### config.mk
export PLATFORM = sky130hd
export DESIGN_NAME = tgw_top
export DESIGN_NICKNAME = d
export VERILOG_FILES = /design/src/rtl/tgw_pkg.sv /design/src/rtl/tgw_lane.sv /design/src/rtl/tgw_flags.sv /design/src/rtl/tgw_top.sv
export SDC_FILE = /design/constraint.sdc
export NUM_CORES = 1
export LEC_CHECK = 0
export BUFFER_PORTS_ARGS = -buffer_cell sky130_fd_sc_hd__buf_2
export CORE_MARGIN = 2
export CORE_UTILIZATION = 35
export DETAILED_ROUTE_END_ITERATION = 8
export PLACE_DENSITY_LB_ADDON = 0.2
export SLEW_MARGIN = 10
export SYNTH_ARGS = -nofsm -noshare
export SYNTH_HDL_FRONTEND = slang
export SYNTH_SLANG_ARGS = --single-unit
### constraint.sdc
create_clock -name clk -period 3.16 [get_ports clk]
set_input_delay 0.316 -clock clk [delete_from_list [all_inputs] [get_ports clk]]
set_output_delay 0.316 -clock clk [all_outputs]
set_load 0.02 [all_outputs]
### src/rtl/tgw_pkg.sv
package tgw_pkg;

    // Where a single byte lane of an access lands
    typedef enum logic [1:0] {
        LANE_NONE  = 2'd0,
        LANE_TEXT  = 2'd1,
        LANE_GLYPH = 2'd2
    } lane_kind_e;

    localparam int unsigned LANES = 2;

endpackage

### src/rtl/tgw_lane.sv
module tgw_lane
    import tgw_pkg::*;
#(
    parameter int unsigned LANE_AW    = 16,
    parameter int unsigned TXT_BYTES  = 16384,
    parameter int unsigned CODE_BYTES = 8192,
    parameter int unsigned TOP_BYTES  = 32,
    parameter int unsigned WIN_BYTES  = 4096,
    parameter int unsigned GLY_AW     = 8,
    parameter int unsigned IDX_BITS   = 4,
    parameter int unsigned TXT_AW     = $clog2(TXT_BYTES),
    parameter int unsigned CELL_AW    = 12
) (
    input  logic               lane_en,
    input  logic               is_write,
    input  logic [LANE_AW-1:0] addr,
    input  logic               prot_en,
    input  logic               gwin_en,
    input  logic [GLY_AW-1:0]  hi_base,
    input  logic [GLY_AW-1:0]  lo_base,
    output lane_kind_e         kind,
    output logic               txt_we,
    output logic [TXT_AW-1:0]  txt_addr,
    output logic               gly_we,
    output logic [GLY_AW-1:0]  gly_addr,
    output logic [CELL_AW-1:0] cell_idx
);

    localparam int unsigned TOP_START = TXT_BYTES - TOP_BYTES;
    localparam int unsigned WIN_END   = TXT_BYTES + WIN_BYTES;

    logic                in_text;
    logic                in_win;
    logic                in_code;
    logic                in_top;
    logic                text_ok;
    logic [IDX_BITS-1:0] win_idx;

    always_comb begin
        in_text = addr < LANE_AW'(TXT_BYTES);
        in_win  = !in_text && (addr < LANE_AW'(WIN_END));
        in_code = addr < LANE_AW'(CODE_BYTES);
        in_top  = in_text && (addr >= LANE_AW'(TOP_START));
        win_idx = addr[IDX_BITS:1];

        if (in_code) begin
            text_ok = 1'b1;
        end else if (!in_top) begin
            text_ok = !addr[0];
        end else begin
            text_ok = !addr[0] && (!addr[1] || prot_en);
        end

        if (in_text) begin
            kind = LANE_TEXT;
        end else if (in_win) begin
            kind = LANE_GLYPH;
        end else begin
            kind = LANE_NONE;
        end

        txt_we   = lane_en && is_write && in_text && text_ok;
        gly_we   = lane_en && is_write && in_win && addr[0] && gwin_en;
        txt_addr = addr[TXT_AW-1:0];
        gly_addr = (addr[0] ? hi_base : lo_base) + GLY_AW'(win_idx);
        cell_idx = addr[CELL_AW:1];
    end

endmodule

### src/rtl/tgw_flags.sv
module tgw_flags
    import tgw_pkg::*;
#(
    parameter int unsigned CELL_AW = 12
) (
    input  logic                          clk,
    input  logic                          rst_n,
    input  logic [LANES-1:0]              mark_vld,
    input  logic [LANES-1:0][CELL_AW-1:0] mark_idx,
    input  logic                          glyph_hit,
    output logic [LANES-1:0]              dirty_vld,
    output logic [LANES-1:0][CELL_AW-1:0] dirty_idx,
    output logic                          text_changed,
    output logic                          glyph_written
);

    typedef struct packed {
        logic [LANES-1:0]              vld;
        logic [LANES-1:0][CELL_AW-1:0] idx;
        logic                          changed;
        logic                          glyph;
    } flag_st_t;

    flag_st_t st_d;
    flag_st_t st_q;

    always_comb begin
        st_d         = st_q;
        st_d.vld     = mark_vld;
        st_d.changed = st_q.changed | (|mark_vld);
        st_d.glyph   = st_q.glyph | glyph_hit;
        for (int k = 0; k < LANES; k++) begin
            if (mark_vld[k]) begin
                st_d.idx[k] = mark_idx[k];
            end
        end
    end

    always_ff @(posedge clk or negedge rst_n) begin
        if (!rst_n) begin
            st_q <= '0;
        end else begin
            st_q <= st_d;
        end
    end

    assign dirty_vld     = st_q.vld;
    assign dirty_idx     = st_q.idx;
    assign text_changed  = st_q.changed;
    assign glyph_written = st_q.glyph;

endmodule

### src/rtl/tgw_top.sv
module tgw_top
    import tgw_pkg::*;
#(
    parameter int unsigned ADDR_W     = 15,
    parameter int unsigned TXT_BYTES  = 16384,
    parameter int unsigned CODE_BYTES = 8192,
    parameter int unsigned TOP_BYTES  = 32,
    parameter int unsigned WIN_BYTES  = 4096,
    parameter int unsigned CELL_COUNT = 4096,
    parameter int unsigned GLY_AW     = 8,
    parameter int unsigned IDX_BITS   = 4,
    parameter int unsigned TXT_AW     = $clog2(TXT_BYTES),
    parameter int unsigned CELL_AW    = $clog2(CELL_COUNT)
) (
    input  logic                         clk,
    input  logic                         rst_n,
    input  logic                         req_valid,
    input  logic                         req_write,
    input  logic                         req_word,
    input  logic [ADDR_W-1:0]            req_addr,
    input  logic [15:0]                  req_wdata,
    input  logic                         prot_en,
    input  logic                         glyph_wr_en,
    input  logic [GLY_AW-1:0]            glyph_hi_base,
    input  logic [GLY_AW-1:0]            glyph_lo_base,
    output logic [1:0]                   txt_we,
    output logic [1:0][TXT_AW-1:0]       txt_addr,
    output logic [1:0][7:0]              txt_wdata,
    input  logic [1:0][7:0]              txt_rdata,
    output logic [1:0]                   gly_we,
    output logic [1:0][GLY_AW-1:0]       gly_addr,
    output logic [1:0][7:0]              gly_wdata,
    input  logic [1:0][7:0]              gly_rdata,
    output logic                         rsp_valid,
    output logic [15:0]                  rsp_data,
    output logic [1:0]                   dirty_vld,
    output logic [1:0][CELL_AW-1:0]      dirty_idx,
    output logic                         text_changed,
    output logic                         glyph_written
);

    localparam int unsigned LANE_AW   = ADDR_W + 1;
    localparam int unsigned TOP_START = TXT_BYTES - TOP_BYTES;

    typedef struct packed {
        logic        vld;
        logic [15:0] data;
    } rsp_st_t;

    logic [LANES-1:0][LANE_AW-1:0] lane_addr;
    logic [LANES-1:0]              lane_en;
    lane_kind_e                    lane_kind [LANES];
    logic [LANES-1:0][CELL_AW-1:0] lane_cell;
    logic [LANES-1:0][7:0]         lane_byte;
    rsp_st_t                       rsp_d;
    rsp_st_t                       rsp_q;

    assign lane_addr[0] = LANE_AW'(req_addr);
    assign lane_addr[1] = LANE_AW'(req_addr) + LANE_AW'(1);
    assign lane_en[0]   = req_valid;
    assign lane_en[1]   = req_valid && req_word;

    for (genvar k = 0; k < LANES; k++) begin : g_lane
        tgw_lane #(
            .LANE_AW    (LANE_AW),
            .TXT_BYTES  (TXT_BYTES),
            .CODE_BYTES (CODE_BYTES),
            .TOP_BYTES  (TOP_BYTES),
            .WIN_BYTES  (WIN_BYTES),
            .GLY_AW     (GLY_AW),
            .IDX_BITS   (IDX_BITS),
            .TXT_AW     (TXT_AW),
            .CELL_AW    (CELL_AW)
        ) u_lane (
            .lane_en  (lane_en[k]),
            .is_write (req_write),
            .addr     (lane_addr[k]),
            .prot_en  (prot_en),
            .gwin_en  (glyph_wr_en),
            .hi_base  (glyph_hi_base),
            .lo_base  (glyph_lo_base),
            .kind     (lane_kind[k]),
            .txt_we   (txt_we[k]),
            .txt_addr (txt_addr[k]),
            .gly_we   (gly_we[k]),
            .gly_addr (gly_addr[k]),
            .cell_idx (lane_cell[k])
        );

        assign txt_wdata[k] = req_wdata[8*k +: 8];
        assign gly_wdata[k] = req_wdata[8*k +: 8];

        always_comb begin
            case (lane_kind[k])
                LANE_TEXT:  lane_byte[k] = txt_rdata[k];
                LANE_GLYPH: lane_byte[k] = gly_rdata[k];
                default:    lane_byte[k] = 8'hFF;
            endcase
        end

        // Above the code area only even bytes may be stored
        assert_attr_even_R2: assert property (@(posedge clk) disable iff (!rst_n)
            (txt_we[k] && (txt_addr[k] >= TXT_AW'(CODE_BYTES))) |-> !txt_addr[k][0]);

        // Locked words in the top area need the protection input
        assert_prot_gate_R3: assert property (@(posedge clk) disable iff (!rst_n)
            (txt_we[k] && (txt_addr[k] >= TXT_AW'(TOP_START)) && txt_addr[k][1]) |-> prot_en);
    end

    tgw_flags #(
        .CELL_AW (CELL_AW)
    ) u_flags (
        .clk           (clk),
        .rst_n         (rst_n),
        .mark_vld      (txt_we),
        .mark_idx      (lane_cell),
        .glyph_hit     (|gly_we),
        .dirty_vld     (dirty_vld),
        .dirty_idx     (dirty_idx),
        .text_changed  (text_changed),
        .glyph_written (glyph_written)
    );

    always_comb begin
        rsp_d     = rsp_q;
        rsp_d.vld = req_valid && !req_write;
        if (rsp_d.vld) begin
            rsp_d.data = {(req_word ? lane_byte[1] : 8'h00), lane_byte[0]};
        end
    end

    always_ff @(posedge clk or negedge rst_n) begin
        if (!rst_n) begin
            rsp_q <= '0;
        end else begin
            rsp_q <= rsp_d;
        end
    end

    assign rsp_valid = rsp_q.vld;
    assign rsp_data  = rsp_q.data;

    assert_glyph_gate_R4: assert property (@(posedge clk) disable iff (!rst_n)
        (|gly_we) |-> (glyph_wr_en && req_write && $onehot0(gly_we)));

    assert_glyph_flag_R5: assert property (@(posedge clk) disable iff (!rst_n)
        (|gly_we) |=> glyph_written);

    assert_dirty_follow_R7: assert property (@(posedge clk) disable iff (!rst_n)
        (|txt_we) |=> (dirty_vld == $past(txt_we)));

    assert_changed_R7: assert property (@(posedge clk) disable iff (!rst_n)
        (|dirty_vld) |-> text_changed);

    assert_byte_lane_R8: assert property (@(posedge clk) disable iff (!rst_n)
        !req_word |-> (!txt_we[1] && !gly_we[1]));

    assert_read_quiet_R10: assert property (@(posedge clk) disable iff (!rst_n)
        (req_valid && !req_write) |-> ((txt_we == 2'b00) && (gly_we == 2'b00)));

    assert_read_rsp_R10: assert property (@(posedge clk) disable iff (!rst_n)
        (req_valid && !req_write) |=> rsp_valid);

endmodule

== Word-level counts from Yosys, hierarchy flattened ==
Index checks and enable logic that the tools add are counted.

* Add/subtract/negate cells: 3
* Multipliers: 0
* Div/mod/pow operators: 0
* Magnitude comparators: 8
* Equality and inequality tests: 4
* Shift-type cells: 0
* Multiplexer cells: 13
* Bitwise logic cells: 2
* Reductions and logical operators: 31

{| class="wikitable"
|+ Operators with widths
! operator !! count
|-
| 16-bit by 15-bit less-than comparator with 1-bit output (second input constant) || 2
|-
| 8-bit one-hot mux with 2 select lines || 2
|-
| 15-bit less-than comparator (second input constant) || 2
|-
| 8-bit two-way mux || 3
|-
| 1-bit logical AND || 20
|-
| 15-bit by 1-bit adder with 16-bit output (second input constant) || 1
|-
| 8-bit by 4-bit adder with 8-bit output || 2
|-
| 16-bit by 14-bit >= comparator with 1-bit output (second input constant) || 1
|-
| 16-bit by 14-bit less-than comparator with 1-bit output (second input constant) || 1
|-
| 15-bit by 14-bit >= comparator with 1-bit output (second input constant) || 1
|-
| 15-bit by 14-bit less-than comparator with 1-bit output (second input constant) || 1
|-
| 2-bit two-way mux || 4
|-
| 1-bit logical NOT || 7
|-
| 2-bit by 1-bit equality test with 1-bit output (second input constant) || 2
|-
| 2-bit equality test (second input constant) || 2
|-
| 1-bit two-way mux || 4
|-
| 2-bit OR reduction || 2
|-
| 1-bit logical OR || 2
|-
| 1-bit OR || 2
|}

* Register bits: 45
* Bits in latches: 0
* Bits in writable memories: 0
* Bits in read-only memories: 0
* Output and inout port bits: 125
* Memories: 0

== Depth between registers and ports, before layout ==
* Depth after elaboration: 9
* Gate-level depth with buffers: 11
* Depth with buffers taken out: 9

== Hierarchy ==
A second synthesis with hierarchy kept.

* Cells, all modules: 361
* Area total of the unflattened synthesis: 3,614.7 µm²

{| class="wikitable"
|+ Modules (own cells, without submodules)
! module !! instances !! cells an instance !! area each (µm²) !! sequential area each (µm²)
|-
| tgw_top || 1 || 163 || 1,395.1 || 425.4
|-
| tgw_lane || 2 || 71 || 569.3 || 0.0
|-
| tgw_flags || 1 || 56 || 1,081.0 || 700.7
|}

== Worst setup path after synthesis ==
Ideal clock, no wire load.

* Kind: input -> output
* From: input port req_addr[0]
* To: output port gly_addr[14] (netlist bit)
* Data arrival time: 2.733 ns
* Data required time: 2.844 ns
* Setup slack: 0.111 ns
* Stages: 9
* Buffers on the path: 2
* Cells stage by stage: buf_2 buf_1 mux2_2 ha_1 fa_1 a21o_1 a21oi_1 nor3_1 xnor2_1

{| class="wikitable"
|+ RTL lines
! item !! RTL line !! text
|-
| start: declaration || tgw_top.sv:20 || <nowiki>input logic [ADDR_W-1:0] req_addr,</nowiki>
|-
| end: declaration || tgw_top.sv:31 || <nowiki>output logic [1:0][GLY_AW-1:0] gly_addr,</nowiki>
|}

==> qor.yml <==
switching_share_pct: 38.2
fin_crit_sh_pct: 93.5
synth_cell_type_count: 52
tightest_slew_ps: 1000
maxCapViolCount: 0
route.detailed.drc: 0
grt_pass1_wl_um: 13200
maxSlewViolCount: 0
max-vdd-ir-drop_mv: 0.232
grt_remaining_overflow: 0
required_ps: 2840
p_leak_nw: 2.01
grtUsageTotal_pct: 16.2
cellInternalPower_w: 0.00115
critPathKind: "input pin to output port"
syn_to_final_growth_pct: 20.2
drtAntennaViolNets: 0
layout_commonest_cell: "buf_2"
syn_area_mm2: 0.00333
portBuffers: 162
wirelength_um: 8830
slew-limit-headroom_pct: 33.3
num_rows: 35
synth_cells: 333
arrival_ps: 2640
cts_hold_buf: 0
cp-start-kind: "input pin"
drtIter0Drc: 63
finalCriticalPeriod_ps: 2950
antenna_cells: 0
hold_viol: 0
die_h_um: 102
via_count: 2772
powerDensity_mw_per_mm2: 464
grt_pass1_vias: 2633
cts_tree: "yes"
setup_viol: 0
setup_tns_ps: 0
wl_per_cell_um: 15.4
min_path_type: "input pin to async pin"
drive_above_1_share_pct: 48.2
place.gp.congestion: 0.824
cts_root_buf: "clkbuf_8"
drt-pass1-iter-count: 4
dieArea_mm2: 0.0103
num_io_pins: 211
outcome: "finished clean"
worst-r2r-cell-count: 1
fmax_ghz: 0.339
grt_antenna_before_repair: 1
ys_seq_area_share_pct: 33.8
clock_sinks: 45
pwr-share-seq_pct: 39.3
rsz0062_at_grt: "false"
skew_ps: 0
start_util_pct: 36.1
cp_max_fo: 13
end_kind: "output port"
whs_ps: 186
r2r-start: "u_flags.glyph_written"
numCtsBuffers: 5
cp-startpoint: "req_addr[0]"
coreArea_mm2: 0.00924
pwr-share-clk_pct: 19.6
cts_resized: 0
clkTransAtPathRegs_ps: 80
synth_nets: 431
place_hpwl_um: 7030
ys_warn_count: 0
mostFrequentLayoutCells: "buf_2 (162), dfrtp_1 (45), mux2_2 (20)"
die_w_um: 102
post_cts_buffers: 0
power.switching_w: 0.000710
clk_path_buf_depth: 2
final_nets: 542
grt_max_degree: 46
synth.ff_latch_count: 45
p_comb_share_pct: 41.1
h-tree-depth: 2
vias_per_cell: 4.84
avgSynthCellArea_um2: 10.0
clk_latency_ps: 290
==> cell usage after synthesis (all sizes together) <==
library cell | instances | area, um2
or3 | 2 | 17.5
mux2i | 17 | 170
o41ai | 1 | 8.76
a211oi | 2 | 20.0
dfrtp | 45 | 1130
nor3b | 2 | 15.0
o311a | 1 | 10.0
nor3 | 6 | 30.0
a21o | 5 | 37.5
inv | 10 | 37.5
clkinv | 1 | 3.75
xnor2 | 16 | 148
nand2b | 3 | 18.8
and3 | 2 | 12.5
ha | 10 | 125
nand3b | 1 | 7.51
nand2 | 17 | 63.8
and3b | 1 | 8.76
nor2b | 1 | 6.26
nand4 | 4 | 31.3
nor4 | 8 | 77.6
o21bai | 1 | 18.8
o21a | 1 | 7.51
o221ai | 8 | 70.1
fa | 2 | 40.0
nand3 | 11 | 65.1
mux2 | 30 | 360
and4b | 2 | 20.0
o21ai | 10 | 50.1
and2 | 1 | 6.26
nor2 | 18 | 67.6
buf | 59 | 424
xor2 | 10 | 87.6
a211o | 2 | 17.5
a21oi | 14 | 70.1
o31ai | 1 | 7.51
clkbuf | 6 | 22.5
nor4b | 2 | 23.8
==> flip-flops by register name, summed over array words and instances (netlist names) <==
signal / cells
u_flags.text_changed: 1
rsp_valid: 1
u_flags.dirty_vld: 2
u_flags.glyph_written: 1
u_flags.dirty_idx: 24
rsp_data: 16
==> routing by layer <==
metal  wire, um  global-route usage [%]  vias to the layer above
met5         13                       0                        -
met4        121                    4.16                        2
met3        651                    3.86                       15
met2       4010                    26.7                      119
met1       4030                    21.4                     1302
li1           -                       -                     1334
==> power by group through the flow <==
stage / logic [W] / registers (W) / clock network [W]
after floorplan: 0.000422 / 0.000868 / 0
after global placement: 0.000771 / 0.000740 / 0
after detailed placement: 0.000775 / 0.000742 / 0
after CTS: 0.000776 / 0.000733 / 0.000384
after global routing: 0.000828 / 0.000744 / 0.000408
final: 0.000764 / 0.000731 / 0.000365
==> logic make-up (layout without fill, tap and decap cells) <==
group / after synthesis / count (layout) / share of synthesized area, %
adders and majority gates: 12 / 12 / 4.95
AOI/OAI and AO/OA: 46 / 46 / 9.53
xor gates and xnor gates: 26 / 26 / 7.05
buffers and inverters: 76 / 187 / 14.6
and+or+nand+nor: 81 / 81 / 14.1
muxes: 47 / 47 / 15.9
DFF: 45 / 45 / 33.8
==> path summary, 6_finish.rpt <==
check / slack [ps] / to
max in group asynchronous: 2360 / u_flags.dirty_idx[16]
worst min register to register: 480 / u_flags.text_changed
worst min-delay path: 190 / rsp_data[0]
worst max-delay path: 210 / gly_addr[7]
min in group clk: 320 / rsp_data[1]
worst max register to register: 2300 / u_flags.glyph_written
==> worst max-delay path, cell delays in order <==
cell and delay (ps):
buf_2 100, buf_4 210, buf_4 240, mux2_2 360
ha_1 310, a21o_1 190, a21oi_1 290, nor3_1 120
xnor2_1 150, mux2i_1 150, buf_2 190
==> area by class of cell <==
cell class / instances / area [um2]
clock inverters: 1 / 7.51
flip-flops and latches: 45 / 1130
inverters: 11 / 41.3
repair buffers: 169 / 863
well taps: 129 / 161
clock buffers: 6 / 82.6
fillers: 954 / 5230
multi-input cells: 212 / 1730
==> per-stage QoR <==
stage / std cells / cell area, um2 / total power, W / utilization, % / worst slack, ps
2_1_floorplan: 333 / 3330 / 0.00129 / - / 111
3_5_place_dp: 566 / 3920 / 0.00152 / 42.4 / 191
6_report: 573 / 4010 / 0.00186 / 43.4 / 207
3_3_place_gp: 566 / 3920 / 0.00151 / 42.4 / 226
5_1_grt: 573 / 4010 / 0.00198 / 43.4 / 66.7
4_1_cts: 573 / 4010 / 0.00189 / 43.4 / 200
Power figures use the tool's default switching activity.
